File: config.mk
export PLATFORM = sky130hd
export DESIGN_NAME = nls_selector
export DESIGN_NICKNAME = d
export VERILOG_FILES = /design/src/rtl/nls_pkg.sv /design/src/rtl/nls_level_table.sv /design/src/rtl/nls_search.sv /design/src/rtl/nls_bridge.sv /design/src/rtl/nls_selector.sv
export SDC_FILE = /design/constraint.sdc
export NUM_CORES = 1
export LEC_CHECK = 0
export BUFFER_PORTS_ARGS = -buffer_cell sky130_fd_sc_hd__buf_2
export CAP_MARGIN = 30
export CORE_MARGIN = 2
export CORE_UTILIZATION = 30
export DETAILED_ROUTE_END_ITERATION = 8
export GPL_TIMING_DRIVEN = 0
export SLEW_MARGIN = 10
export SYNTH_ARGS = -nofsm -noshare
export SYNTH_HDL_FRONTEND = slang
export SYNTH_SLANG_ARGS = --single-unit
File: constraint.sdc
create_clock -name clk -period 7.6 [get_ports clk]
set_clock_uncertainty 0.05 [all_clocks]
set_input_delay 1.9 -clock clk [delete_from_list [all_inputs] [get_ports clk]]
set_output_delay 1.9 -clock clk [all_outputs]
set_load 0.01 [all_outputs]
File: src/rtl/nls_pkg.sv
// Package: shared types and elaboration-time helpers for the nearest-level
// selector. Assumes stage weights are successive powers of three.
package nls_pkg;

    typedef enum logic [1:0] {
        BR_OFF  = 2'd0,
        BR_POS  = 2'd1,
        BR_NEG  = 2'd2,
        BR_FREE = 2'd3
    } br_mode_e;

    // Integer power of three, used for level counts.
    function automatic int pow3(input int n);
        int acc;
        acc = 1;
        for (int i = 0; i < n; i++) acc = acc * 3;
        return acc;
    endfunction

    // Balanced-ternary digit of a level at one stage: 01 = +, 10 = -, 00 = bypass.
    function automatic logic [1:0] trit_code(input int lvl, input int stage);
        int v;
        int r;
        logic [1:0] code;
        v = lvl;
        code = 2'b00;
        for (int i = 0; i <= stage; i++) begin
            r = v % 3;
            if (r == 2) begin
                code = 2'b10;
                v = (v + 1) / 3;
            end else if (r == 1) begin
                code = 2'b01;
                v = (v - 1) / 3;
            end else begin
                code = 2'b00;
                v = v / 3;
            end
        end
        return code;
    endfunction

    // Bridge gate pattern {A_hi, A_lo, B_hi, B_lo} for a mode.
    function automatic logic [3:0] br_pattern(input br_mode_e m);
        case (m)
            BR_POS:  return 4'b1001;
            BR_NEG:  return 4'b0110;
            BR_FREE: return 4'b0101;
            default: return 4'b0000;
        endcase
    endfunction

endpackage

File: src/rtl/nls_level_table.sv
// Module: computed level table. Holds the sorted level voltages (k << FRAC_W)
// and the balanced-ternary stage vector of each magnitude level 0..NPOS.
// Assumes index inputs stay within 0..NPOS; out-of-range reads return zero.
module nls_level_table #(
    parameter int NSTAGE = 4,
    parameter int NPOS   = 40,
    parameter int FRAC_W = 4,
    parameter int IDX_W  = 6,
    parameter int VAL_W  = 10
) (
    input  logic [IDX_W-1:0]    idx_mid,
    input  logic [IDX_W-1:0]    idx_below,
    input  logic [IDX_W-1:0]    idx_state,
    output logic [VAL_W-1:0]    lvl_mid,
    output logic [VAL_W-1:0]    lvl_below,
    output logic [2*NSTAGE-1:0] state_sel
);
    logic [VAL_W-1:0]    tbl_lvl   [NPOS+1];
    logic [2*NSTAGE-1:0] tbl_state [NPOS+1];

    // Build each table entry from its level index.
    for (genvar k = 0; k <= NPOS; k++) begin : g_entry
        localparam logic [VAL_W-1:0] LV = VAL_W'(k) << FRAC_W;
        assign tbl_lvl[k] = LV;
        for (genvar i = 0; i < NSTAGE; i++) begin : g_stage
            assign tbl_state[k][2*i +: 2] = nls_pkg::trit_code(k, i);
        end
    end

    // Three combinational read ports.
    always_comb begin
        lvl_mid   = (int'(idx_mid)   <= NPOS) ? tbl_lvl[idx_mid]     : '0;
        lvl_below = (int'(idx_below) <= NPOS) ? tbl_lvl[idx_below]   : '0;
        state_sel = (int'(idx_state) <= NPOS) ? tbl_state[idx_state] : '0;
    end

endmodule

File: src/rtl/nls_search.sv
// Module: sequential binary search for the nearest level. Finds the largest k
// with 2*mag > lvl[k] + lvl[k-1] (k = 0 always qualifies), which is nearest
// level with ties to the lower one and clamping at NPOS. Runs exactly STEPS
// steps per sample; new starts are ignored while busy.
module nls_search #(
    parameter int NPOS  = 40,
    parameter int IDX_W = 6,
    parameter int VAL_W = 10,
    parameter int MAG_W = 12,
    parameter int STEPS = 6
) (
    input  logic             clk,
    input  logic             rst_n,
    input  logic             start,
    input  logic [MAG_W-1:0] start_mag,
    input  logic [VAL_W-1:0] lvl_mid,
    input  logic [VAL_W-1:0] lvl_below,
    output logic [IDX_W-1:0] idx_mid,
    output logic [IDX_W-1:0] idx_below,
    output logic             busy,
    output logic             fin,
    output logic [IDX_W-1:0] fin_level
);
    localparam int CNT_W = $clog2(STEPS + 1);
    localparam int CMP_W = ((MAG_W > VAL_W) ? MAG_W : VAL_W) + 2;

    logic             busy_q;
    logic [IDX_W-1:0] lo_q, hi_q, lo_d, hi_d;
    logic [CNT_W-1:0] cnt_q;
    logic [MAG_W-1:0] mag_q;
    logic [IDX_W:0]   mid_sum;
    logic [CMP_W-1:0] twice_mag, thr;

    // Upper-middle probe index and its lower neighbour.
    always_comb begin
        mid_sum   = ({1'b0, lo_q} + {1'b0, hi_q} + (IDX_W+1)'(1)) >> 1;
        idx_mid   = mid_sum[IDX_W-1:0];
        idx_below = (idx_mid == '0) ? '0 : idx_mid - IDX_W'(1);
    end

    // One comparison step: move the bound that excludes the probe.
    always_comb begin
        lo_d      = lo_q;
        hi_d      = hi_q;
        twice_mag = CMP_W'({mag_q, 1'b0});
        thr       = CMP_W'(lvl_mid) + CMP_W'(lvl_below);
        if (lo_q < hi_q) begin
            if (twice_mag > thr) lo_d = idx_mid;
            else                 hi_d = idx_below;
        end
    end

    assign busy      = busy_q;
    assign fin       = busy_q && (cnt_q == CNT_W'(STEPS - 1));
    assign fin_level = lo_d;

    // Search state: load on start when idle, step while busy.
    always_ff @(posedge clk) begin
        if (!rst_n) begin
            busy_q <= 1'b0;
            lo_q   <= '0;
            hi_q   <= '0;
            cnt_q  <= '0;
            mag_q  <= '0;
        end else if (!busy_q) begin
            if (start) begin
                busy_q <= 1'b1;
                lo_q   <= '0;
                hi_q   <= IDX_W'(NPOS);
                cnt_q  <= '0;
                mag_q  <= start_mag;
            end
        end else begin
            lo_q  <= lo_d;
            hi_q  <= hi_d;
            cnt_q <= cnt_q + CNT_W'(1);
            if (fin) busy_q <= 1'b0;
        end
    end

endmodule

File: src/rtl/nls_bridge.sv
// Module: polarity bridge gate sequencer. Applies the pattern for a new mode;
// when the mode differs from the held one it outputs all-off for one cycle
// first. Assumes applies are at least two cycles apart.
module nls_bridge (
    input  logic              clk,
    input  logic              rst_n,
    input  logic              apply,
    input  nls_pkg::br_mode_e apply_mode,
    output logic [3:0]        gates
);
    nls_pkg::br_mode_e held_q;
    logic              pend_q;

    // Mode hand-over with one idle cycle on any change.
    always_ff @(posedge clk) begin
        if (!rst_n) begin
            held_q <= nls_pkg::BR_OFF;
            pend_q <= 1'b0;
            gates  <= 4'b0000;
        end else if (apply) begin
            if (apply_mode != held_q) begin
                held_q <= apply_mode;
                pend_q <= 1'b1;
                gates  <= 4'b0000;
            end else begin
                gates  <= nls_pkg::br_pattern(apply_mode);
            end
        end else if (pend_q) begin
            pend_q <= 1'b0;
            gates  <= nls_pkg::br_pattern(held_q);
        end
    end

endmodule

File: src/rtl/nls_selector.sv
// Module: top of the nearest-level gate state selector. Takes a signed
// fixed-point reference, searches the nearest magnitude level, and drives the
// stage gate vector plus the polarity bridge. Assumes ref_valid is a strobe.
module nls_selector #(
    parameter int NSTAGE   = 4,
    parameter int SAMPLE_W = 12,
    parameter int FRAC_W   = 4
) (
    input  logic                clk,
    input  logic                rst_n,
    input  logic                ref_valid,
    input  logic [SAMPLE_W-1:0] ref_sample,
    output logic [2*NSTAGE-1:0] stage_gates,
    output logic [3:0]          bridge_gates,
    output logic                done
);
    localparam int NLEV  = nls_pkg::pow3(NSTAGE);
    localparam int NPOS  = (NLEV - 1) / 2;
    localparam int IDX_W = $clog2(NPOS + 1);
    localparam int VAL_W = IDX_W + FRAC_W;
    localparam int STEPS = $clog2(NPOS + 1);

    logic [SAMPLE_W-1:0] mag_in;
    logic                sign_q;
    logic [IDX_W-1:0]    idx_mid, idx_below, fin_level;
    logic [VAL_W-1:0]    lvl_mid, lvl_below;
    logic [2*NSTAGE-1:0] state_sel;
    logic                busy, fin;
    nls_pkg::br_mode_e   mode_new;

    // Magnitude of the two's-complement reference.
    assign mag_in = ref_sample[SAMPLE_W-1] ? (~ref_sample + SAMPLE_W'(1)) : ref_sample;

    nls_level_table #(
        .NSTAGE(NSTAGE), .NPOS(NPOS), .FRAC_W(FRAC_W), .IDX_W(IDX_W), .VAL_W(VAL_W)
    ) u_table (
        .idx_mid(idx_mid), .idx_below(idx_below), .idx_state(fin_level),
        .lvl_mid(lvl_mid), .lvl_below(lvl_below), .state_sel(state_sel)
    );

    nls_search #(
        .NPOS(NPOS), .IDX_W(IDX_W), .VAL_W(VAL_W), .MAG_W(SAMPLE_W), .STEPS(STEPS)
    ) u_search (
        .clk(clk), .rst_n(rst_n), .start(ref_valid), .start_mag(mag_in),
        .lvl_mid(lvl_mid), .lvl_below(lvl_below),
        .idx_mid(idx_mid), .idx_below(idx_below),
        .busy(busy), .fin(fin), .fin_level(fin_level)
    );

    // Bridge mode from the final level and the latched sign.
    always_comb begin
        if (fin_level == '0) mode_new = nls_pkg::BR_FREE;
        else if (sign_q)     mode_new = nls_pkg::BR_NEG;
        else                 mode_new = nls_pkg::BR_POS;
    end

    nls_bridge u_bridge (
        .clk(clk), .rst_n(rst_n), .apply(fin), .apply_mode(mode_new),
        .gates(bridge_gates)
    );

    // Latch the sign of an accepted sample.
    always_ff @(posedge clk) begin
        if (!rst_n)                 sign_q <= 1'b0;
        else if (ref_valid && !busy) sign_q <= ref_sample[SAMPLE_W-1];
    end

    // Stage gates and done strobe update together at search completion.
    always_ff @(posedge clk) begin
        if (!rst_n) begin
            stage_gates <= '0;
            done        <= 1'b0;
        end else begin
            done <= fin;
            if (fin) stage_gates <= state_sel;
        end
    end

endmodule

After elaboration in Yosys (flattened, before gate mapping)
Memories as Yosys holds them, arrays and structs flattened. Index checks and enable logic that the tools add are counted.

$add $sub $neg: 6. $lt $le $gt $ge: 8. Equal/unequal tests: 10. Multiplexer cells: 31. Bitwise gates (word level): 5. Reductions and logical operators: 11.

Operator list (number): 10-bit 2-to-1 mux (6); 6-bit 2-to-1 mux (9); 8-bit 2-to-1 mux (3); 4-bit case mux with 3 select lines (2); 7-bit >= comparator, second input constant (3); 6-bit NOT with 7-bit output (3); 6-bit <= comparator, second input constant (3); 13-bit by 14-bit > comparator with 1-bit output (1); 12-bit by 1-bit adder with 12-bit output, second input constant (1); 6-bit zero test (2); 12-bit 2-to-1 mux (1); 4-bit 2-to-1 mux (3); 12-bit NOT (1); 10-bit by 10-bit adder with 11-bit output (1); 2-bit equality test, second input constant (4); 6-bit by 6-bit adder with 7-bit output (1); 7-bit by 1-bit adder with 7-bit output, second input constant (1); 6-bit < comparator (1); 3-bit 2-to-1 mux (2); 2-bit AND reduction (3); 6-bit by 1-bit subtractor with 6-bit output, second input constant (1); 2-bit by 1-bit equality test with 1-bit output, second input constant (2); 2-bit 2-to-1 mux (2); 2-bit != test, second input constant (2); 9 further kinds (13).

Register bits after elaboration: 45. ROM bits: 1792. Bits of input ports: 15. Output and inout bits: 13. Memories: 3.

Memory list: (name not given) (depth 64, bits a word 10, rd ports 1, clocked after memory_dff 0, wr ports 0, line nls_level_table.sv:32) `lvl_mid = (int'(idx_mid) <= NPOS) ? tbl_lvl[idx_mid] : '0;`; (name not given) (depth 64, bits a word 10, rd ports 1, clocked after memory_dff 0, wr ports 0, line nls_level_table.sv:33) `lvl_below = (int'(idx_below) <= NPOS) ? tbl_lvl[idx_below] : '0;`; (name not given) (depth 64, bits a word 8, rd ports 1, clocked after memory_dff 0, wr ports 0, line nls_level_table.sv:34) `state_sel = (int'(idx_state) <= NPOS) ? tbl_state[idx_state] : '0;`.

Logic depth before layout (Yosys ltp)
Gate-level depths: netlist of run 1.

Depth in word-level cells: 19. Depth in mapped cells: 36.

Cells and area by module
Synthesis of run 1 repeated with hierarchy kept, for this count alone.

Cells, all modules: 492. Area, all modules: 3991.3 um^2.

By module, submodules not included: nls_search (instances 1, cells each 283, area each 2357.3 um^2); nls_level_table (instances 1, cells each 103, area each 670.6 um^2); nls_selector (instances 1, cells each 69, area each 621.8 um^2); nls_bridge (instances 1, cells each 37, area each 341.6 um^2).

Worst setup path before layout of run 1
Ideal clock, no wire load.

Kind: register to register. From: reg u_search.hi_q[2]. To: reg stage_gates[2]. Library setup time: 122 ps. Arrival time: 6711 ps. Required time: 7428 ps. Slack: 717 ps. Stages on the path, launching flop included: 33. Buffers on the path: 2. Clock period less this slack: 6883 ps. Cells stage by stage: dfxtp_1 inv_1 ha_1 o311a_1 or4_1 and3_1 mux2i_1 a221o_1 a21oi_1 nor2_1 ha_1 a21o_1 a21oi_1 o21bai_1 a21oi_1 xor2_1 ha_1 nand4_1 or4_4 mux2i_4 nor3_4 buf_6 buf_4 a21oi_1 inv_1 ha_1 o21ai_0 nor2_1 a21oi_1 nor2_1 a311o_1 a221oi_2 o31ai_1.

Longest elaborated chain between the ends: 18. Elaborated cells on any way between the ends: 28. Classes of those cells: add/sub (4); order compare (5); mux (12); bitwise (3); reduce/logical (1); memory (3).

RTL lines: start: declaration (line nls_search.sv:28) `logic [IDX_W-1:0] lo_q, hi_q, lo_d, hi_d;`; start signal: assignment (line nls_search.sv:69) `hi_q <= IDX_W'(NPOS);`; start signal: assignment (line nls_search.sv:75) `hi_q <= hi_d;`; 6-bit by 6-bit adder with 7-bit output (line nls_search.sv:36) `mid_sum = ({1'b0, lo_q} + {1'b0, hi_q} + (IDX_W+1)'(1)) >> 1;`; 7-bit by 1-bit adder with 7-bit output (line nls_search.sv:36); 6-bit by 1-bit subtractor with 6-bit output / 6-bit zero test (equally long branches) (line nls_search.sv:38) `idx_below = (idx_mid == '0) ? '0 : idx_mid - IDX_W'(1);`; 6-bit 2-to-1 mux (line nls_search.sv:38); 6-bit NOT with 7-bit output (implied by the code) (line nls_level_table.sv:33); memory 64 x 10 bit; 10-bit 2-to-1 mux (implied by the code) (2 in series) (line nls_level_table.sv:33); 10-bit 2-to-1 mux (line nls_level_table.sv:33); 10-bit by 10-bit adder with 11-bit output (line nls_search.sv:46) `thr = CMP_W'(lvl_mid) + CMP_W'(lvl_below);`; 13-bit by 14-bit > comparator with 1-bit output (line nls_search.sv:48) `if (twice_mag > thr) lo_d = idx_mid;`; 6-bit 2-to-1 mux (line nls_search.sv:48); 6-bit 2-to-1 mux (*) (line nls_search.sv:47) `if (lo_q < hi_q) begin`; 6-bit NOT with 7-bit output (implied by the code) (line nls_level_table.sv:34); memory 64 x 8 bit; 8-bit 2-to-1 mux (implied by the code) (2 in series) (line nls_level_table.sv:34); 8-bit 2-to-1 mux (*) (line nls_level_table.sv:34); end signal: assignment (line nls_selector.sv:75) `if (fin) stage_gates <= state_sel;`; end: declaration (line nls_selector.sv:13) `output logic [2*NSTAGE-1:0] stage_gates,`.

Every way passes the cells marked *; elsewhere a longest branch is shown, timed or not. The select of a mux whose other input is x is not followed. A chain may end at the register's enable or synchronous reset.

Final worst setup path of run 1
Same ends and word-level chain as after synthesis.

==> results.py, run 1 <==
metrics = {
    "outcome": {
        "status": "finished clean",
    },
    "placed_design": {
        "gp_congestion": 0.880,
        "dp_hpwl_mm": 7.12,
        "place_area_um2": 3980,
        "place_ws_ps": -380,
        "portBuffers": 25,
    },
    "critical_path": {
        "r2r_end": "stage_gates[2]",
        "cp_slowest_cell": "or4_4",
        "path_class": "flip-flop to flip-flop",
        "slowest_delay_ps": 550,
        "cp_max_fo": 10,
        "startpoint_type": "flip-flop",
        "worstReg2RegStart": "u_search.hi_q[2]",
        "critPathRequiredTime_ps": 7730,
        "endpoint_kind": "flip-flop",
        "rr_worst_depth": 32,
        "cp.arrival_ps": 7360,
        "r2r_setup_slack_ps": 370,
    },
    "final_layout": {
        "antennaDiodeCount": 0,
        "area_growth_pct": 17.5,
        "layout_commonest_cell": "nor2_1",
        "final_layout_size_suffix_gt1_frac": 0.167,
        "design_area_um2": 4310,
        "mostFrequentLayoutCells": "nor2_1 (50), dfxtp_1 (42), nand2_1 (33)",
        "final_nets": 546,
        "fill_cells": 1240,
    },
    "sta": {
        "setup_viol": 0,
        "max_freq_mhz": 138,
        "timing.final.hold_violations": 0,
        "slew_headroom": 0.585,
        "drv_slew": 0,
        "fin_crit_sh": 0.952,
        "period_needed_ps": 7230,
        "layout_setup_ws_ps": 367,
        "max_slew.worst_pin.slew_ps": 623,
    },
    "synth": {
        "synth_area_um2": 3670,
        "synth-seq-area-share": 0.240,
        "synth_cell_types": 70,
        "async_flop_share": 0,
        "synthTopCellsByArea": "dfxtp_1 (24%), ha_1 (11%), nor2_1 (5.1%), a21oi_1 (4.2%), mux2i_1 (4.1%)",
        "syn_inst": 455,
        "yosysWarnings": 0,
        "ys_ff_latch": 44,
        "yosys.area.top_type": "dfxtp_1",
        "synth_ff_type": "dfxtp_1",
        "synth_edf_count": 0,
        "synthDominantCellAreaShare": 0.240,
        "avgSynthCellArea_um2": 8.06,
        "syn-num-nets": 505,
    },
    "clock_tree": {
        "cts_buffers": 5,
        "cts_root_buffer": "clkbuf_16",
        "clk_path_buf_depth": 2,
        "hold_buffers": 0,
        "clk_latency_ps": 290,
        "path_clk_slew_ps": 60,
        "htree_levels": 2,
        "cts_tree": "done",
        "cts.sinks": 44,
    },
    "global_route": {
        "grt_start_max_net_pins": 16,
        "grt_pass1_vias": 3381,
        "track_usage": 0.148,
        "grt_pass1_wl_mm": 15.9,
        "grt_overflow": 0,
        "antenna_found_initial": 0,
    },
    "routing": {
        "drc": 0,
        "routedWlPerCell_um": 14.7,
        "drt.antenna.violating_nets": 0,
        "viasPerCell": 5.32,
        "dr.first_iter.drc_count": 182,
        "dr.pass1.iters": 4,
        "vias": 3429,
        "wirelength_mm": 9.44,
    },
    "die": {
        "start_util": 0.307,
        "core-area_um2": 12000,
        "fp.dieH_um": 115,
        "dieArea_um2": 13100,
        "die_w_um": 115,
        "ios": 28,
        "rows": 40,
    },
    "hold_path": {
        "hold_end": "stage_gates[6]",
        "hold_class": "flip-flop to flip-flop",
        "min_from": "stage_gates[6]",
        "min_path_cells": 2,
    },
    "flow_run": {
        "maxCapViolations": 0,
    },
}
synthesized netlist by cell type, types with 8 or more instances:
cell type and instances:
nand2_1 33, mux2i_1 15, nor2_1 50, ha_1 33, xnor2_1 10, clkbuf_1 16
inv_1 27, nand3_1 10, a21oi_1 31, o21ai_0 15, nor3_1 13, a31oi_1 8
dfxtp_1 44, nand2b_1 9, a211oi_1 11, o31ai_1 9, xor2_1 11, nor2b_1 10
logic make-up after synthesis:
group | count (synthesis) | share of synthesized area
multiplexers | 24 | 0.0805
AND/OR/NAND/NOR | 163 | 0.228
flip-flops | 44 | 0.240
other | 1 | 0.00102
AO/OA/AOI/OAI | 118 | 0.222
XOR/XNOR | 21 | 0.0502
buffers and inverters | 49 | 0.0546
adder cells (fa/ha/maj) | 35 | 0.124
timing repair:
item,4_1_cts,5_1_grt
pin swaps,1,3
resized for setup,4,15
endpoints found under the setup margin,4,4
setup buffers,1,7
state kept, by name, summed over array words and instances (netlist names):
register         cells
u_search.mag_q      12
stage_gates          7
u_search.hi_q        6
u_search.lo_q        6
u_bridge.gates       4
u_search.cnt_q       3
u_bridge.held_q      2
done                 1
sign_q               1
u_bridge.pend_q      1
u_search.busy        1
routing by layer:
metal  part of all wire  GRT usage
met5                  0          0
met4              0.014     0.0480
met3              0.037     0.0201
met2               0.48      0.250
met1               0.47      0.194
how the worst max path moves through the flow:
stage,endpoint,slack (ps),start
floorplan,stage_gates[2],720,u_search.hi_q[2]
global placement,stage_gates[2],-390,u_search.lo_q[1]
detailed placement,stage_gates[2],-380,u_search.lo_q[1]
CTS,stage_gates[2],90,u_search.hi_q[2]
global route,stage_gates[2],-30,u_search.hi_q[2]
finish,stage_gates[2],370,u_search.hi_q[2]
critical path: cells and delay by family, from the launching register on:
family | cells | cell delay [ps]
buf+inv | 4 | 530
mux | 2 | 380
flops | 1 | 360
fa+ha+maj | 4 | 1220
xor+xnor | 1 | 90
compound gates | 13 | 2800
simple gates | 8 | 1680
metrics by stage:
step | TNS (ps) | hold slack [ps] | cells | utilization
2_1_floorplan | 0 | 383 | 455 | -
3_3_place_gp | -572 | 383 | 627 | 0.332
3_5_place_dp | -542 | 390 | 628 | 0.333
4_1_cts | 0 | 402 | 637 | 0.350
5_1_grt | -35.6 | 438 | 644 | 0.360
6_report | 0 | 399 | 644 | 0.360
final cells by class:
type	count	area (um^2)	area share
inverters	28	105	0.0244
clock inverters	3	46.3	0.0107
flip-flops and latches	44	883	0.205
multi-input cells	362	2680	0.622
clock buffers	5	125	0.0290
repair buffers	34	190	0.0441
well taps	147	184	0.0427
plain buffers	21	96.3	0.0224
Power of run 1 is not shown: default switching activity piles up to over one toggle a cycle in this logic, so the estimate is an artifact.
==> run 2, diff against run 1 <==
- CORE_UTILIZATION: 30 -> 55
- PLACE_DENSITY: unset -> 0.74
==> run 2 against run 1 <==
Effect of this change: count of clock-buffer cells in the layout stayed put; core utilization is 28 points higher; global-route usage grew 10 points; cell count shrank 12%; hold slack better by 1.7 ps; critical path depth unchanged; design area fell by 5.0%; worst setup slack lost 29 ps; critical path type unchanged.
==> results.py, run 2 (synthesis results as in run 1) <==
metrics = {
    "sta": {
        "timing.final.hold_violations": 0,
        "rsz0062_at_grt": "false",
        "max_slew.worst_pin.slew_ps": 615,
        "fin_crit_sh": 0.956,
        "max_freq_mhz": 138,
        "setup_viol": 0,
        "finalSetupTns_ps": 0,
        "slew_headroom": 0.588,
        "drv_slew": 0,
        "period_needed_ps": 7260,
    },
    "routing": {
        "viasPerCell": 6.01,
        "vias": 3415,
        "drc": 0,
        "drt.antenna.violating_nets": 0,
        "dr.pass1.iters": 5,
        "routedWlPerCell_um": 15.7,
        "dr.first_iter.drc_count": 286,
        "wirelength_mm": 8.92,
    },
    "final_layout": {
        "fill_cells": 580,
        "largest_register_ffs": 12,
        "mostFrequentLayoutCells": "nor2_1 (50), dfxtp_1 (42), nand2_1 (33)",
        "antennaDiodeCount": 0,
        "regMostFlops": "u_search.mag_q",
        "reg_top3": "u_search.mag_q (12), stage_gates (7)",
        "area_growth_pct": 11.6,
        "final_nets": 541,
        "final_layout_size_suffix_gt1_frac": 0.157,
        "layout_commonest_cell": "nor2_1",
    },
    "global_route": {
        "antenna_found_initial": 0,
        "track_usage": 0.252,
        "grt_pass1_vias": 3176,
        "grt_overflow": 0,
        "grt_pass1_wl_mm": 15.1,
        "grt_start_max_net_pins": 14,
    },
    "die": {
        "rows": 29,
        "ios": 28,
        "dieArea_um2": 7340,
        "die_w_um": 85.7,
        "core-area_um2": 6390,
        "fp.dieH_um": 85.7,
        "start_util": 0.574,
    },
    "critical_path": {
        "slowest_delay_ps": 550,
        "critPathRequiredTime_ps": 7740,
        "startpoint_type": "flip-flop",
        "cp_max_fo": 10,
        "worstReg2RegStart": "u_search.hi_q[2]",
        "worstSetupStartpoint": "u_search.hi_q[2]",
        "path_class": "flip-flop to flip-flop",
        "cp_slowest_cell": "or4_4",
        "endpoint_kind": "flip-flop",
        "cp.arrival_ps": 7400,
    },
    "hold_path": {
        "hold_class": "flip-flop to flip-flop",
        "min_from": "stage_gates[6]",
    },
    "placed_design": {
        "portBuffers": 25,
        "gp_congestion": 0.987,
        "dp_hpwl_mm": 6.81,
    },
    "clock_tree": {
        "cts_root_buffer": "clkbuf_8",
        "clk_latency_ps": 290,
        "cts_buffers": 5,
        "htree_levels": 2,
        "cts_tree": "done",
        "cts.sinks": 44,
        "hold_buffers": 0,
        "path_clk_slew_ps": 90,
        "clk_path_buf_depth": 2,
    },
    "outcome": {
        "status": "finished clean",
    },
    "flow_run": {
        "maxCapViolations": 0,
    },
}
## run 2: cell types whose count changed in the layout (fill, tap and decap cells not counted), sizes merged
cell	previous run	this run
bufinv	1	0
buf	39	34
inv	29	28
clkinv	0	1
## run 2: stage by stage
step | utilization | std cells | worst slack, ps | hold slack [ps] | area [um^2]
final | 0.641 | 568 | 338 | 400 | 4090
after global routing | 0.641 | 568 | 7.39 | 426 | 4090
after CTS | 0.627 | 566 | 76.1 | 403 | 4000
after detailed placement | 0.610 | 558 | -287 | 389 | 3890
after global placement | 0.609 | 557 | -222 | 382 | 3890
after floorplan | - | 455 | 717 | 383 | 3670
## run 2: critical path: cells and delay by family, from the launching register on
| kind | cells | cell delay (ps) |
|---|---|---|
| compound gates | 13 | 2830 |
| xor+xnor | 1 | 100 |
| fa+ha+maj | 4 | 1240 |
| buf+inv | 4 | 540 |
| flops | 1 | 370 |
| mux | 2 | 350 |
| simple gates | 8 | 1670 |
## run 2: what timing repair did
item,4_1_cts,5_1_grt
gates resized for setup,3,16
setup buffers,1,2
setup endpoints to repair,2,13
pin swaps,1,1
## run 2: area by class of cell
type                    count  area (um^2)  area share
multi-input cells         362         2680       0.654
clock buffers               5         68.8      0.0168
repair buffers             29          153      0.0373
plain buffers              21         96.3      0.0235
inverters                  28          105      0.0257
flip-flops and latches     44          883       0.216
well taps                  77         96.3      0.0235
clock inverters             2         12.5     0.00306
## run 2: path summary, 6_finish.rpt
kind	endpoint	slack, ps	depth (start not counted)
worst max-delay path	stage_gates[2]	340	32
worst max register to register	stage_gates[2]	340	32
worst min register to register	stage_gates[6]	400	2
worst min-delay path	stage_gates[6]	400	2
## run 2: metal layers
metal	track usage	wire (um)	vias up
met1	0.359	4300	1586
met4	0.0808	178	0
met2	0.393	4070	97
li1	-	-	1716
met3	0.0356	374	16
met5	0	0	-
Power of run 2 is left out for the same reason.
